===== config.mk =====
export PLATFORM = sky130hd
export DESIGN_NAME = rx_desc_chain
export DESIGN_NICKNAME = d
export VERILOG_FILES = /design/src/rtl/rxc_pkg.sv /design/src/rtl/rxc_ring_ptr.sv /design/src/rtl/rxc_err_track.sv /design/src/rtl/rxc_status_build.sv /design/src/rtl/rx_desc_chain.sv
export SDC_FILE = /design/constraint.sdc
export NUM_CORES = 1
export LEC_CHECK = 0
export ABC_AREA = 1
export ABC_CLOCK_PERIOD_IN_PS = 3200
export BUFFER_PORTS_ARGS = -buffer_cell sky130_fd_sc_hd__buf_2
export CELL_PAD_IN_SITES_DETAIL_PLACEMENT = 0
export CELL_PAD_IN_SITES_GLOBAL_PLACEMENT = 1
export CORE_MARGIN = 4
export CORE_UTILIZATION = 30
export DETAILED_ROUTE_END_ITERATION = 6
export PLACE_DENSITY = 0.75
export REMOVE_ABC_BUFFERS = 1
export SYNTH_ARGS = -nofsm -noshare
export SYNTH_HDL_FRONTEND = slang
export SYNTH_SLANG_ARGS = --single-unit

===== constraint.sdc =====
create_clock -name clk -period 3.2 [get_ports clk]
set_clock_uncertainty 0.05 [all_clocks]
set_input_delay 0 -clock clk [delete_from_list [all_inputs] [get_ports clk]]
set_output_delay 0 -clock clk [all_outputs]
set_load 0.005 [all_outputs]

===== src/rtl/rxc_pkg.sv =====
// Shared types for the receive descriptor chaining engine.
// Assumes a 32-bit status word whose top byte holds the flags in the
// order of rxc_flags_t (bit 31 down to bit 24).
package rxc_pkg;

    typedef enum logic [2:0] {
        ST_IDLE,
        ST_RD_STAT,
        ST_RD_ADDR,
        ST_DATA,
        ST_WR_BYTE,
        ST_PEEK,
        ST_WB,
        ST_DRAIN
    } rxc_state_t;

    typedef enum logic [1:0] {
        WB_END,
        WB_CHAIN,
        WB_ABORT
    } rxc_wb_kind_t;

    typedef struct packed {
        logic own;
        logic err;
        logic fram;
        logic oflo;
        logic crc;
        logic buff;
        logic stp;
        logic enp;
    } rxc_flags_t;

    localparam int OWN_BIT = 31;
    localparam int STP_BIT = 25;
    localparam int STAT_KEEP_W = 24;

endpackage


===== src/rtl/rxc_ring_ptr.sv =====
// Ring pointer: holds the current descriptor index and derives the byte
// addresses of the current and next descriptors. Assumes 8-byte
// descriptors laid out contiguously from RING_BASE; advance is a
// single-cycle pulse issued once per released descriptor.
module rxc_ring_ptr #(
    parameter int          RING_LEN  = 4,
    parameter logic [31:0] RING_BASE = 32'h0
) (
    input  logic        clk,
    input  logic        rst_n,
    input  logic        advance,
    output logic [31:0] cur_base,
    output logic [31:0] nxt_base
);

    localparam int IDX_W = (RING_LEN > 1) ? $clog2(RING_LEN) : 1;
    localparam logic [IDX_W-1:0] IDX_LAST = IDX_W'(RING_LEN - 1);

    logic [IDX_W-1:0] idx;
    logic [IDX_W-1:0] idx_nxt;

    // Successor index with wrap after the last ring entry.
    always_comb begin
        idx_nxt = (idx == IDX_LAST) ? '0 : idx + IDX_W'(1);
    end

    // Current index register, stepped on each release.
    always_ff @(posedge clk) begin
        if (!rst_n) begin
            idx <= '0;
        end else if (advance) begin
            idx <= idx_nxt;
        end
    end

    assign cur_base = RING_BASE + (32'(idx) << 3);
    assign nxt_base = RING_BASE + (32'(idx_nxt) << 3);

endmodule


===== src/rtl/rxc_err_track.sv =====
// Error tracker: gathers the per-frame error indications that are
// reported at release time. PHY errors and the FCS/dribble state of the
// last byte live for the whole frame; bus parity is gathered per
// descriptor. Assumes 'take' marks a byte accepted into a buffer.
module rxc_err_track (
    input  logic clk,
    input  logic rst_n,
    input  logic frame_start,
    input  logic desc_done,
    input  logic active,
    input  logic take,
    input  logic take_last,
    input  logic phy_err,
    input  logic fcs_err,
    input  logic dribble,
    input  logic bus_perr,
    output logic phy_seen,
    output logic bpe_seen,
    output logic fcs_q,
    output logic drib_q
);

    // Frame-scoped flags: cleared at frame start, captured on accepted bytes.
    always_ff @(posedge clk) begin
        if (!rst_n) begin
            phy_seen <= 1'b0;
            fcs_q    <= 1'b0;
            drib_q   <= 1'b0;
        end else if (frame_start) begin
            phy_seen <= 1'b0;
            fcs_q    <= 1'b0;
            drib_q   <= 1'b0;
        end else if (take) begin
            if (phy_err) begin
                phy_seen <= 1'b1;
            end
            if (take_last) begin
                fcs_q  <= fcs_err;
                drib_q <= dribble;
            end
        end
    end

    // Descriptor-scoped bus parity flag: cleared on each release.
    always_ff @(posedge clk) begin
        if (!rst_n) begin
            bpe_seen <= 1'b0;
        end else if (frame_start || desc_done) begin
            bpe_seen <= 1'b0;
        end else if (active && bus_perr) begin
            bpe_seen <= 1'b1;
        end
    end

endmodule


===== src/rtl/rxc_status_build.sv =====
// Status builder: forms the flag byte written back on release. Framing
// and CRC are qualified by end of packet without overflow; the summary
// bit ORs every error source. Purely combinational.
module rxc_status_build
    import rxc_pkg::*;
(
    input  logic       end_seen,
    input  logic       first_buf,
    input  logic       oflo,
    input  logic       buff,
    input  logic       fcs,
    input  logic       drib,
    input  logic       phy_seen,
    input  logic       bpe_seen,
    input  logic       lookahead,
    input  logic       host_stp,
    output rxc_flags_t flags
);

    logic late_ok;

    // Apply the validity rules and combine the summary error.
    always_comb begin
        late_ok    = end_seen && !oflo;
        flags.own  = 1'b0;
        flags.fram = late_ok && fcs && drib;
        flags.crc  = late_ok && (fcs || phy_seen);
        flags.oflo = oflo;
        flags.buff = buff;
        flags.enp  = late_ok;
        flags.stp  = lookahead ? host_stp : first_buf;
        flags.err  = flags.fram || flags.oflo || flags.crc || flags.buff || bpe_seen;
    end

endmodule


===== src/rtl/rx_desc_chain.sv =====
// Receive descriptor chaining engine (top). Waits for a frame, polls the
// current descriptor until owned, fetches its buffer address, stores the
// frame byte by byte, reads ahead to chain into further buffers, and
// releases each descriptor with one status write. Assumes the memory
// port completes each request with a one-cycle mem_ack and that the
// host never changes a descriptor while the engine owns it.
module rx_desc_chain
    import rxc_pkg::*;
#(
    parameter int          RING_LEN  = 4,
    parameter int          BUF_BYTES = 8,
    parameter logic [31:0] RING_BASE = 32'h0
) (
    input  logic        clk,
    input  logic        rst_n,
    input  logic        lookahead_en,
    input  logic        bus_perr,
    input  logic        in_valid,
    output logic        in_ready,
    input  logic [7:0]  in_data,
    input  logic        in_last,
    input  logic        in_fcs_err,
    input  logic        in_dribble,
    input  logic        in_phy_err,
    input  logic        in_overflow,
    output logic        mem_req,
    output logic        mem_we,
    output logic [31:0] mem_addr,
    output logic [3:0]  mem_wstrb,
    output logic [31:0] mem_wdata,
    input  logic [31:0] mem_rdata,
    input  logic        mem_ack
);

    localparam int OFF_W = $clog2(BUF_BYTES + 1);
    localparam logic [OFF_W-1:0] OFF_FULL = OFF_W'(BUF_BYTES);

    rxc_state_t   state;
    rxc_wb_kind_t wb_kind;
    logic [STAT_KEEP_W-1:0] stat_keep;
    logic                   stat_stp;
    logic [STAT_KEEP_W-1:0] peek_keep;
    logic                   peek_stp;
    logic [31:0]  buf_addr;
    logic [OFF_W-1:0] offset;
    logic [7:0]   byte_q;
    logic         last_q;
    logic         first_q;
    logic         end_q;
    logic         oflo_q;
    logic         buff_q;
    logic [31:0]  cur_base;
    logic [31:0]  nxt_base;
    logic [31:0]  byte_addr;
    logic         buf_full;
    logic         take;
    logic         frame_start;
    logic         desc_done;
    logic         phy_seen;
    logic         bpe_seen;
    logic         fcs_q;
    logic         drib_q;
    rxc_flags_t   flags;

    assign buf_full    = (offset == OFF_FULL);
    assign in_ready    = ((state == ST_DATA) && !buf_full && !in_overflow) || (state == ST_DRAIN);
    assign take        = (state == ST_DATA) && in_valid && !buf_full && !in_overflow;
    assign frame_start = (state == ST_IDLE) && in_valid;
    assign desc_done   = (state == ST_WB) && mem_ack;
    assign byte_addr   = buf_addr + 32'(offset);

    rxc_ring_ptr #(
        .RING_LEN (RING_LEN),
        .RING_BASE(RING_BASE)
    ) u_ring_ptr (
        .clk     (clk),
        .rst_n   (rst_n),
        .advance (desc_done),
        .cur_base(cur_base),
        .nxt_base(nxt_base)
    );

    rxc_err_track u_err_track (
        .clk        (clk),
        .rst_n      (rst_n),
        .frame_start(frame_start),
        .desc_done  (desc_done),
        .active     (state != ST_IDLE),
        .take       (take),
        .take_last  (in_last),
        .phy_err    (in_phy_err),
        .fcs_err    (in_fcs_err),
        .dribble    (in_dribble),
        .bus_perr   (bus_perr),
        .phy_seen   (phy_seen),
        .bpe_seen   (bpe_seen),
        .fcs_q      (fcs_q),
        .drib_q     (drib_q)
    );

    rxc_status_build u_status_build (
        .end_seen (end_q),
        .first_buf(first_q),
        .oflo     (oflo_q),
        .buff     (buff_q),
        .fcs      (fcs_q),
        .drib     (drib_q),
        .phy_seen (phy_seen),
        .bpe_seen (bpe_seen),
        .lookahead(lookahead_en),
        .host_stp (stat_stp),
        .flags    (flags)
    );

    // Memory port: the state alone selects the request and its payload.
    always_comb begin
        mem_req   = 1'b0;
        mem_we    = 1'b0;
        mem_addr  = '0;
        mem_wstrb = '0;
        mem_wdata = '0;
        case (state)
            ST_RD_STAT: begin
                mem_req  = 1'b1;
                mem_addr = cur_base + 32'd4;
            end
            ST_RD_ADDR: begin
                mem_req  = 1'b1;
                mem_addr = cur_base;
            end
            ST_WR_BYTE: begin
                mem_req   = 1'b1;
                mem_we    = 1'b1;
                mem_addr  = byte_addr;
                mem_wstrb = 4'b0001 << byte_addr[1:0];
                mem_wdata = {4{byte_q}};
            end
            ST_PEEK: begin
                mem_req  = 1'b1;
                mem_addr = nxt_base + 32'd4;
            end
            ST_WB: begin
                mem_req   = 1'b1;
                mem_we    = 1'b1;
                mem_addr  = cur_base + 32'd4;
                mem_wstrb = 4'hF;
                mem_wdata = {flags, stat_keep};
            end
            default: ;
        endcase
    end

    // Control sequencer: ownership polling, filling, chaining and release.
    always_ff @(posedge clk) begin
        if (!rst_n) begin
            state     <= ST_IDLE;
            wb_kind   <= WB_END;
            stat_keep <= '0;
            stat_stp  <= 1'b0;
            peek_keep <= '0;
            peek_stp  <= 1'b0;
            buf_addr  <= '0;
            offset    <= '0;
            byte_q    <= '0;
            last_q    <= 1'b0;
            first_q   <= 1'b0;
            end_q     <= 1'b0;
            oflo_q    <= 1'b0;
            buff_q    <= 1'b0;
        end else begin
            case (state)
                ST_IDLE: begin
                    if (in_valid) begin
                        state   <= ST_RD_STAT;
                        first_q <= 1'b1;
                        end_q   <= 1'b0;
                        oflo_q  <= 1'b0;
                        buff_q  <= 1'b0;
                    end
                end
                ST_RD_STAT: begin
                    if (mem_ack && mem_rdata[OWN_BIT]) begin
                        stat_keep <= mem_rdata[STAT_KEEP_W-1:0];
                        stat_stp  <= mem_rdata[STP_BIT];
                        state     <= ST_RD_ADDR;
                    end
                end
                ST_RD_ADDR: begin
                    if (mem_ack) begin
                        buf_addr <= mem_rdata;
                        offset   <= '0;
                        state    <= ST_DATA;
                    end
                end
                ST_DATA: begin
                    if (in_valid) begin
                        if (buf_full) begin
                            state <= ST_PEEK;
                        end else if (in_overflow) begin
                            oflo_q  <= 1'b1;
                            wb_kind <= WB_ABORT;
                            state   <= ST_WB;
                        end else begin
                            byte_q <= in_data;
                            last_q <= in_last;
                            state  <= ST_WR_BYTE;
                        end
                    end
                end
                ST_WR_BYTE: begin
                    if (mem_ack) begin
                        offset <= offset + OFF_W'(1);
                        if (last_q) begin
                            end_q   <= 1'b1;
                            wb_kind <= WB_END;
                            state   <= ST_WB;
                        end else begin
                            state <= ST_DATA;
                        end
                    end
                end
                ST_PEEK: begin
                    if (in_valid && in_overflow) begin
                        oflo_q <= 1'b1;
                    end
                    if (mem_ack) begin
                        state <= ST_WB;
                        if (!mem_rdata[OWN_BIT]) begin
                            buff_q  <= 1'b1;
                            wb_kind <= WB_ABORT;
                        end else if (oflo_q || (in_valid && in_overflow)) begin
                            wb_kind <= WB_ABORT;
                        end else begin
                            peek_keep <= mem_rdata[STAT_KEEP_W-1:0];
                            peek_stp  <= mem_rdata[STP_BIT];
                            wb_kind   <= WB_CHAIN;
                        end
                    end
                end
                ST_WB: begin
                    if (mem_ack) begin
                        case (wb_kind)
                            WB_END:   state <= ST_IDLE;
                            WB_CHAIN: begin
                                stat_keep <= peek_keep;
                                stat_stp  <= peek_stp;
                                first_q   <= 1'b0;
                                state     <= ST_RD_ADDR;
                            end
                            default:  state <= ST_DRAIN;
                        endcase
                    end
                end
                ST_DRAIN: begin
                    if (in_valid && in_last) begin
                        state <= ST_IDLE;
                    end
                end
                default: state <= ST_IDLE;
            endcase
        end
    end

endmodule


==> results of run 1 <==
-- registers in the layout, indices dropped and copies added, names as in the netlist, 2 cells and up --
| signal | cells |
|---|---|
| stat_keep | 24 |
| wb_kind | 2 |
| byte_q | 8 |
| u_ring_ptr.idx | 2 |
| buf_addr | 32 |
| offset | 4 |
| peek_keep | 24 |
| state | 3 |
-- worst max-delay path: stages, from the launching register on --
cell,delay (ps)
sky130_fd_sc_hd__dfxtp_1,410
sky130_fd_sc_hd__ha_1,260
sky130_fd_sc_hd__fa_1,210
sky130_fd_sc_hd__nand2_1,70
sky130_fd_sc_hd__nand2_1,90
sky130_fd_sc_hd__nand2_1,90
sky130_fd_sc_hd__inv_1,130
sky130_fd_sc_hd__nand2_1,170
sky130_fd_sc_hd__nor2_1,370
sky130_fd_sc_hd__nor2_1,70
sky130_fd_sc_hd__nor3_1,270
sky130_fd_sc_hd__buf_2,180
-- Yosys cell counts, types with 2 or more instances --
library cell and instances:
sky130_fd_sc_hd__nand4_1 4, sky130_fd_sc_hd__buf_2 18, sky130_fd_sc_hd__nand3_2 2, sky130_fd_sc_hd__nand2_1 279, sky130_fd_sc_hd__o31ai_1 2, sky130_fd_sc_hd__nor3_1 18, sky130_fd_sc_hd__clkbuf_1 12, sky130_fd_sc_hd__nand2_2 2
sky130_fd_sc_hd__buf_6 4, sky130_fd_sc_hd__nor2_4 2, sky130_fd_sc_hd__o21ai_0 113, sky130_fd_sc_hd__nor2_1 227, sky130_fd_sc_hd__buf_4 2, sky130_fd_sc_hd__o21ai_1 6, sky130_fd_sc_hd__xor2_1 4, sky130_fd_sc_hd__clkbuf_2 2
sky130_fd_sc_hd__ha_1 7, sky130_fd_sc_hd__dfxtp_1 110, sky130_fd_sc_hd__nand3_1 41, sky130_fd_sc_hd__inv_2 6, sky130_fd_sc_hd__a21oi_1 54, sky130_fd_sc_hd__inv_1 68, sky130_fd_sc_hd__inv_4 2
-- path summary, 6_finish.rpt --
check | slack (ps) | to | startpoint
setup / recovery | 490 | mem_addr[10] | offset[0]$_SDFFE_PN0P_
hold / removal | 50 | u_err_track.fcs_q$_SDFFE_PP0P_ | in_last
setup reg to reg | 890 | stat_keep[15]$_SDFFE_PN0P_ | state[0]$_SDFFE_PN0P_
hold reg to reg | 400 | peek_keep[21]$_SDFFE_PN0P_ | peek_keep[21]$_SDFFE_PN0P_
-- final cells by class --
cell class | count | area [sq um] | area share [%]
clock inverters | 3 | 68.82 | 0.9034
well taps | 265 | 331.6 | 4.353
flip-flops and latches | 110 | 2202 | 28.91
clock buffers | 12 | 246.5 | 3.236
multi-input cells | 770 | 3374 | 44.30
diodes | 1 | 2.502 | 0.03285
inverters | 76 | 290.3 | 3.811
repair buffers | 172 | 1101 | 14.45
-- per-layer routing --
layer  GRT usage (%)  routed length (microns)  vias to the layer above
li1                -                        -                     3453
met2           29.74                     9338                      138
met5               0                        0                        -
met3           3.462                      927                        9
met4           2.653                      137                        0
met1           24.96                     9786                     2964
-- through the flow --
| stage | utilization [%] | power [uW] | worst slack (ps) |
|---|---|---|---|
| 3_3_place_gp | 34.74 | 3095 | 887.5 |
| 2_1_floorplan | - | 2650 | 643.6 |
| 5_1_grt | 38.62 | 4640 | 248.8 |
| 3_5_place_dp | 34.74 | 3102 | 879.8 |
| 6_report | 38.63 | 4320 | 490.4 |
| 4_1_cts | 38.62 | 4372 | 487.4 |
-- where the power goes --
group	total [uW]	switching [uW]	internal [uW]
Combinational	1310	872	443
Sequential	1790	187	1600
Clock	1220	512	706
Total	4320	1570	2750
-- cell families after synthesis --
logic type / count (synthesis)
flip-flops: 110
buffers and inverters: 115
AND/OR/NAND/NOR: 580
XOR/XNOR: 4
AO/OA/AOI/OAI: 178
adder cells (fa/ha/maj): 8
-- placed cells by master (no fill, tap or decap), types with 4 or more instances in the layout --
master and instances:
sky130_fd_sc_hd__nand2_1 279, sky130_fd_sc_hd__nor2_1 227, sky130_fd_sc_hd__buf_2 121, sky130_fd_sc_hd__o21ai_0 113, sky130_fd_sc_hd__dfxtp_1 110, sky130_fd_sc_hd__inv_1 68
sky130_fd_sc_hd__a21oi_1 54, sky130_fd_sc_hd__dlygate4sd3_1 45, sky130_fd_sc_hd__nand3_1 41, sky130_fd_sc_hd__nor3_1 18, sky130_fd_sc_hd__clkbuf_16 9, sky130_fd_sc_hd__ha_1 7
sky130_fd_sc_hd__inv_2 6, sky130_fd_sc_hd__o21ai_1 6, sky130_fd_sc_hd__buf_4 6, sky130_fd_sc_hd__xor2_1 4, sky130_fd_sc_hd__nand4_1 4
==> flow_summary.rst, run 1 <==
.. list-table::
   :header-rows: 1

   * - Metric
     - Value
   * - H-tree Lvls
     - 3
   * - Wire length per cell
     - 14.33 microns
   * - Min-Delay Path Class
     - in -> reg
   * - Cell types occupying the most area after synthesis
     - sky130_fd_sc_hd__dfxtp_1 (36%), sky130_fd_sc_hd__nand2_1 (17%), sky130_fd_sc_hd__nor2_1 (14%), sky130_fd_sc_hd__o21ai_0 (9.3%), sky130_fd_sc_hd__a21oi_1 (4.4%)
   * - Synth unique cells
     - 33
   * - Combined global-route utilization of all metal layers
     - 18.00%
   * - Main combinational cell family by area after synthesis
     - simple AND/OR/NAND/NOR gates
   * - Root Buffer Master
     - sky130_fd_sc_hd__clkbuf_16
   * - Vias in the first global route
     - 6119
   * - Total Nets Final
     - 1198
   * - I/O pin cnt
     - 122
   * - Effective utilization at floorplan
     - 30.81%
   * - Die Footprint
     - 22590 sq um
   * - Non-filler instance count after layout
     - 1409
   * - Fraction of the mapped netlist area in compound gates
     - 14.89%
   * - Critical path class
     - reg -> out
   * - Synth area leader
     - sky130_fd_sc_hd__dfxtp_1
   * - Worst Tran Pin Value
     - 848.8 ps
   * - I/O Buffers
     - 121
   * - Initial antenna violation count
     - 0
   * - Clk slew on worst S/H paths
     - 70 ps
   * - Via count normalized by instance count
     - 4.659
   * - Sequential fraction of the synthesis area
     - 36.24%
   * - Multiplexer share of the synthesized area
     - 0%
   * - Fill cell count
     - 2208
   * - Drt first-iter violations
     - 392
   * - Hold slack final
     - 51.64 ps
   * - Latest clock arrival within the worst-skew pair
     - 350 ps
   * - Std cell rows
     - 51
   * - Yosys top cell area share
     - 36.24%
   * - Worst reg-to-reg path cell count
     - 8
   * - Proportion of layout cells with a drive suffix above 1
     - 13.82%
   * - Residual overflow from global routing
     - 0
   * - Total number of vias
     - 6564
   * - Count of endpoints failing setup in the final report
     - 0
   * - TritonCTS clock tree
     - built
   * - Proportion of register bits with asynchronous set or reset after synthesis
     - 0%
   * - Number of remaining DRC errors
     - 0
   * - Largest net degree at the start of global routing
     - 56
   * - Count of max-cap constraint violations
     - 0
   * - Warning count from the yosys run
     - 0
   * - Power density of the placed cells
     - 567.1 nW/um^2
   * - Leakage dissipation
     - 0.003653 uW
   * - Instance count along the most critical hold path
     - 5
   * - Cell area after layout
     - 7617 sq um
   * - Weighted congestion at the end of routability-driven global placement
     - 0.8451
   * - Synthesis-to-finish area growth
     - 25.37%
   * - Remaining max-slew budget at the tightest pin
     - 43.33%
   * - Type of destination of the critical path
     - output port
   * - Number of max-slew violations in the final report
     - 0
   * - Placed cell count
     - 1348
   * - Fin Setup TNS
     - 0 ps
   * - DRT Wirelength
     - 20190 microns
   * - Setup repair after global routing missed its margin
     - no
   * - Gate count after technology mapping
     - 995
   * - Total of flip-flops plus latches after synthesis
     - 110
   * - Crit share post-route
     - 84.67%
   * - # clock sinks
     - 110
   * - Die boundary width
     - 150.3 microns
   * - Post-synthesis cell area
     - 6076 sq um
   * - Post-layout min period
     - 2710 ps
   * - Most used DFF post-synth
     - sky130_fd_sc_hd__dfxtp_1
   * - 1st-pass router iterations
     - 4
   * - Average cell area after synthesis
     - 6.106 sq um
   * - Floorplan core area
     - 19720 sq um
   * - Total half-perimeter wirelength after legalization and detailed placement
     - 14900 microns
   * - Die extent in y
     - 150.3 microns
   * - Critical Path RT
     - 3150 ps
   * - Arithmetic-cell share of the synthesized area counting full adders, half adders and majority gates
     - 1.771%
   * - Post-CTS setup buffer count
     - 0
   * - Startpoint kind of the worst setup timing path
     - register
   * - Global-route wire length before repair
     - 32110 microns
   * - Outcome
     - complete, no violations
   * - Final count of hold timing violations
     - 0
   * - Number of buffers added by the clock tree synthesis step
     - 9
   * - Post-CTS Hold Buffers
     - 45
   * - CTS max path bufs
     - 2
   * - Critical path fanouts, max
     - 6
   * - Xor and xnor area share after synthesis
     - 0.5766%
   * - Largest voltage drop on the vdd net
     - 259.9 uV
   * - Simple-gate portion of the synthesized area
     - 38.30%
   * - Count of cells resized by post-cts repair
     - 0
   * - Cell Area, Placed
     - 6849 sq um
   * - Worst EP arrival
     - 2660 ps
   * - Antenna viol nets, final
     - 0
   * - Max Fclk
     - 369.1 MHz
   * - Post-synth EDFFs
     - 0
Note: power is estimated with default switching activity, not from simulation.
==> inputs of run 2 (changes only) <==
--- a/config.mk
+++ b/config.mk
@@ -6,7 +6,7 @@
 export NUM_CORES = 1
 export LEC_CHECK = 0
 export ABC_AREA = 1
-export ABC_CLOCK_PERIOD_IN_PS = 3200
+export ABC_CLOCK_PERIOD_IN_PS = 2600
 export BUFFER_PORTS_ARGS = -buffer_cell sky130_fd_sc_hd__buf_2
 export CELL_PAD_IN_SITES_DETAIL_PLACEMENT = 0
 export CELL_PAD_IN_SITES_GLOBAL_PLACEMENT = 1
==> constraint.sdc (replaced) <==
create_clock -name clk -period 2.6 [get_ports clk]
set_clock_uncertainty 0.05 [all_clocks]
set_input_delay 0 -clock clk [delete_from_list [all_inputs] [get_ports clk]]
set_output_delay 0 -clock clk [all_outputs]
set_load 0.005 [all_outputs]
==> run 2 against run 1 <==
- power grew 24%
- critical path depth unchanged
- critical endpoint is now mem_addr[16]
- non-clock buffer count increased by 3
- global-route usage about the same
- worst hold slack lost 32 ps
- sequential power rose by 22%
- first-iteration DRC count shrank 3.3%
- worst setup slack worse by 260 ps
- wire length up 0.79%
- utilization increased by 0.25 points
- flip-flop and latch count is the same
==> flow_summary.rst, run 2 (synthesized netlist as in run 1, its figures left out) <==
.. list-table::
   :header-rows: 1

   * - Metric
     - Value
   * - Max Fclk
     - 422.7 MHz
   * - Std cell rows
     - 51
   * - Internal power
     - 3313 uW
   * - Proportion of layout cells with a drive suffix above 1
     - 14.73%
   * - Most frequent cells in the layout
     - sky130_fd_sc_hd__nand2_1 (278), sky130_fd_sc_hd__nor2_1 (225), sky130_fd_sc_hd__buf_2 (121)
   * - Combined global-route utilization of all metal layers
     - 18.02%
   * - Worst Tran Pin Value
     - 559.1 ps
   * - Die Footprint
     - 22590 sq um
   * - Die extent in y
     - 150.3 microns
   * - Critical path fanouts, max
     - 6
   * - Residual overflow from global routing
     - 0
   * - Number of max-slew violations in the final report
     - 0
   * - Max stage delay cell, worst path
     - sky130_fd_sc_hd__fa_1
   * - Initial antenna violation count
     - 0
   * - Wire length per cell
     - 14.41 microns
   * - Max FFs per register
     - 32
   * - Remaining max-slew budget at the tightest pin
     - 62.73%
   * - Power density of the placed cells
     - 699.9 nW/um^2
   * - Leakage dissipation
     - 0.003670 uW
   * - Clk slew on worst S/H paths
     - 80 ps
   * - Effective utilization at floorplan
     - 30.81%
   * - Number of remaining DRC errors
     - 0
   * - Largest voltage drop on the vdd net
     - 329.3 uV
   * - Total half-perimeter wirelength after legalization and detailed placement
     - 15010 microns
   * - Fill cell count
     - 2160
   * - Weighted congestion at the end of routability-driven global placement
     - 0.8684
   * - Floorplan core area
     - 19720 sq um
   * - Share of power burned in registers
     - 40.8%
   * - Root Buffer Master
     - sky130_fd_sc_hd__clkbuf_16
   * - Count of endpoints failing setup in the final report
     - 0
   * - CP most frequent cell
     - sky130_fd_sc_hd__nand2_1
   * - Largest registers in the final layout
     - buf_addr x32, peek_keep x24, stat_keep x24
   * - Number of buffers added by the clock tree synthesis step
     - 9
   * - DRT Wirelength
     - 20350 microns
   * - Count of max-cap constraint violations
     - 0
   * - CTS max path bufs
     - 2
   * - Die boundary width
     - 150.3 microns
   * - Net switching power figure
     - 2053 uW
   * - Latest clock arrival within the worst-skew pair
     - 360 ps
   * - H-tree Lvls
     - 3
   * - Cell Area, Placed
     - 6872 sq um
   * - Fin Setup TNS
     - 0 ps
   * - # clock sinks
     - 110
   * - Worst EP arrival
     - 2320 ps
   * - TritonCTS clock tree
     - built
   * - Drt first-iter violations
     - 379
   * - Antenna viol nets, final
     - 0
   * - Non-filler instance count after layout
     - 1412
   * - Global-route wire length before repair
     - 32450 microns
   * - Placed cell count
     - 1351
   * - Vias in the first global route
     - 6155
   * - Largest net degree at the start of global routing
     - 57
   * - Min-Delay Path Class
     - in -> reg
   * - Post-layout min period
     - 2366 ps
   * - Cell area after layout
     - 7667 sq um
   * - Largest register by flop count
     - buf_addr
   * - Total number of vias
     - 6619
   * - Startpoint kind of the worst setup timing path
     - register
   * - Share of total power in the clock network
     - 28.5%
   * - Worst stage delay on the critical path
     - 380 ps
   * - Total Power Consumption
     - 5366 uW
   * - Outcome
     - complete, no violations
   * - I/O pin cnt
     - 122
   * - Share of total power in combinational logic
     - 30.7%
   * - Via count normalized by instance count
     - 4.688
   * - Critical Path, Cell by Cell
     - ha_2, fa_1, nand2_1, nand2_1, nand2_1, inv_1, nand2_2, nor2_1, xor2_1, nor2_1, buf_2
   * - N_diodes
     - 0
   * - Critical Path RT
     - 2550 ps
   * - Setup repair after global routing missed its margin
     - no
   * - Post-CTS setup buffer count
     - 0
   * - Total Nets Final
     - 1201
   * - Leading cell type in the layout, fill and taps excluded
     - sky130_fd_sc_hd__nand2_1
   * - Synthesis-to-finish area growth
     - 26.19%
   * - Final count of hold timing violations
     - 0
   * - I/O Buffers
     - 121
   * - Type of destination of the critical path
     - output port
   * - Switching part of the total
     - 38.26%
   * - Crit share post-route
     - 90.99%
   * - Critical path class
     - reg -> out
   * - 1st-pass router iterations
     - 4
run 2: final cells by class:
type	count	area [sq um]	share of cell area, %
Inverter	76	290.3	3.786
Tap cell	265	331.6	4.324
Clock buffer	9	225.2	2.937
Timing Repair Buffer	175	1124	14.65
Multi-Input combinational cell	770	3395	44.27
Sequential cell	110	2202	28.72
Clock inverter	7	100.1	1.305
run 2: power groups by stage:
stage	sequential (uW)	combinational [uW]	clock [uW]
floorplan	2170	1090	0
global placement	2220	1600	0
detailed placement	2230	1610	0
CTS	2190	1670	1560
global route	2230	1920	1620
finish	2190	1650	1530
run 2: final timing paths:
check / start / end / slack (ps) / cells past startpoint
max reg2reg: state[0]$_SDFFE_PN0P_ / stat_keep[16]$_SDFFE_PN0P_ / 490 / 8
min reg2reg: peek_keep[21]$_SDFFE_PN0P_ / peek_keep[21]$_SDFFE_PN0P_ / 410 / 2
min: in_last / u_err_track.fcs_q$_SDFFE_PP0P_ / 20 / 5
max: offset[0]$_SDFFE_PN0P_ / mem_addr[16] / 230 / 11
run 2: metrics by stage:
stage	hold WS, ps	utilization [%]	setup slack (ps)
2_1_floorplan	70.40	-	43.60
3_3_place_gp	185.3	34.85	290.9
3_5_place_dp	187.7	34.85	279.6
4_1_cts	25.98	38.82	4.863
6_report	19.28	38.89	234.2
5_1_grt	57.74	38.89	20.28
run 2: layer usage:
layer	vias to the layer above	global-route usage, %	share of wire [%]
met5	-	0	0
met1	2999	24.89	48
li1	3465	-	-
met4	0	3.385	0.82
met2	145	29.78	46
met3	10	3.101	4.5
run 2: worst max-delay path, delay by kind of cell (launching register included):
kind | cells | cell delay [ps]
xor+xnor | 1 | 170
simple gates | 6 | 580
flops | 1 | 360
buf+inv | 2 | 240
fa+ha+maj | 2 | 610
run 2: what timing repair did:
item	CTS	global route
hold endpoints to repair	76	0
gates resized for setup	2	4
endpoints found under the setup margin	2	7
hold buffers	45	0
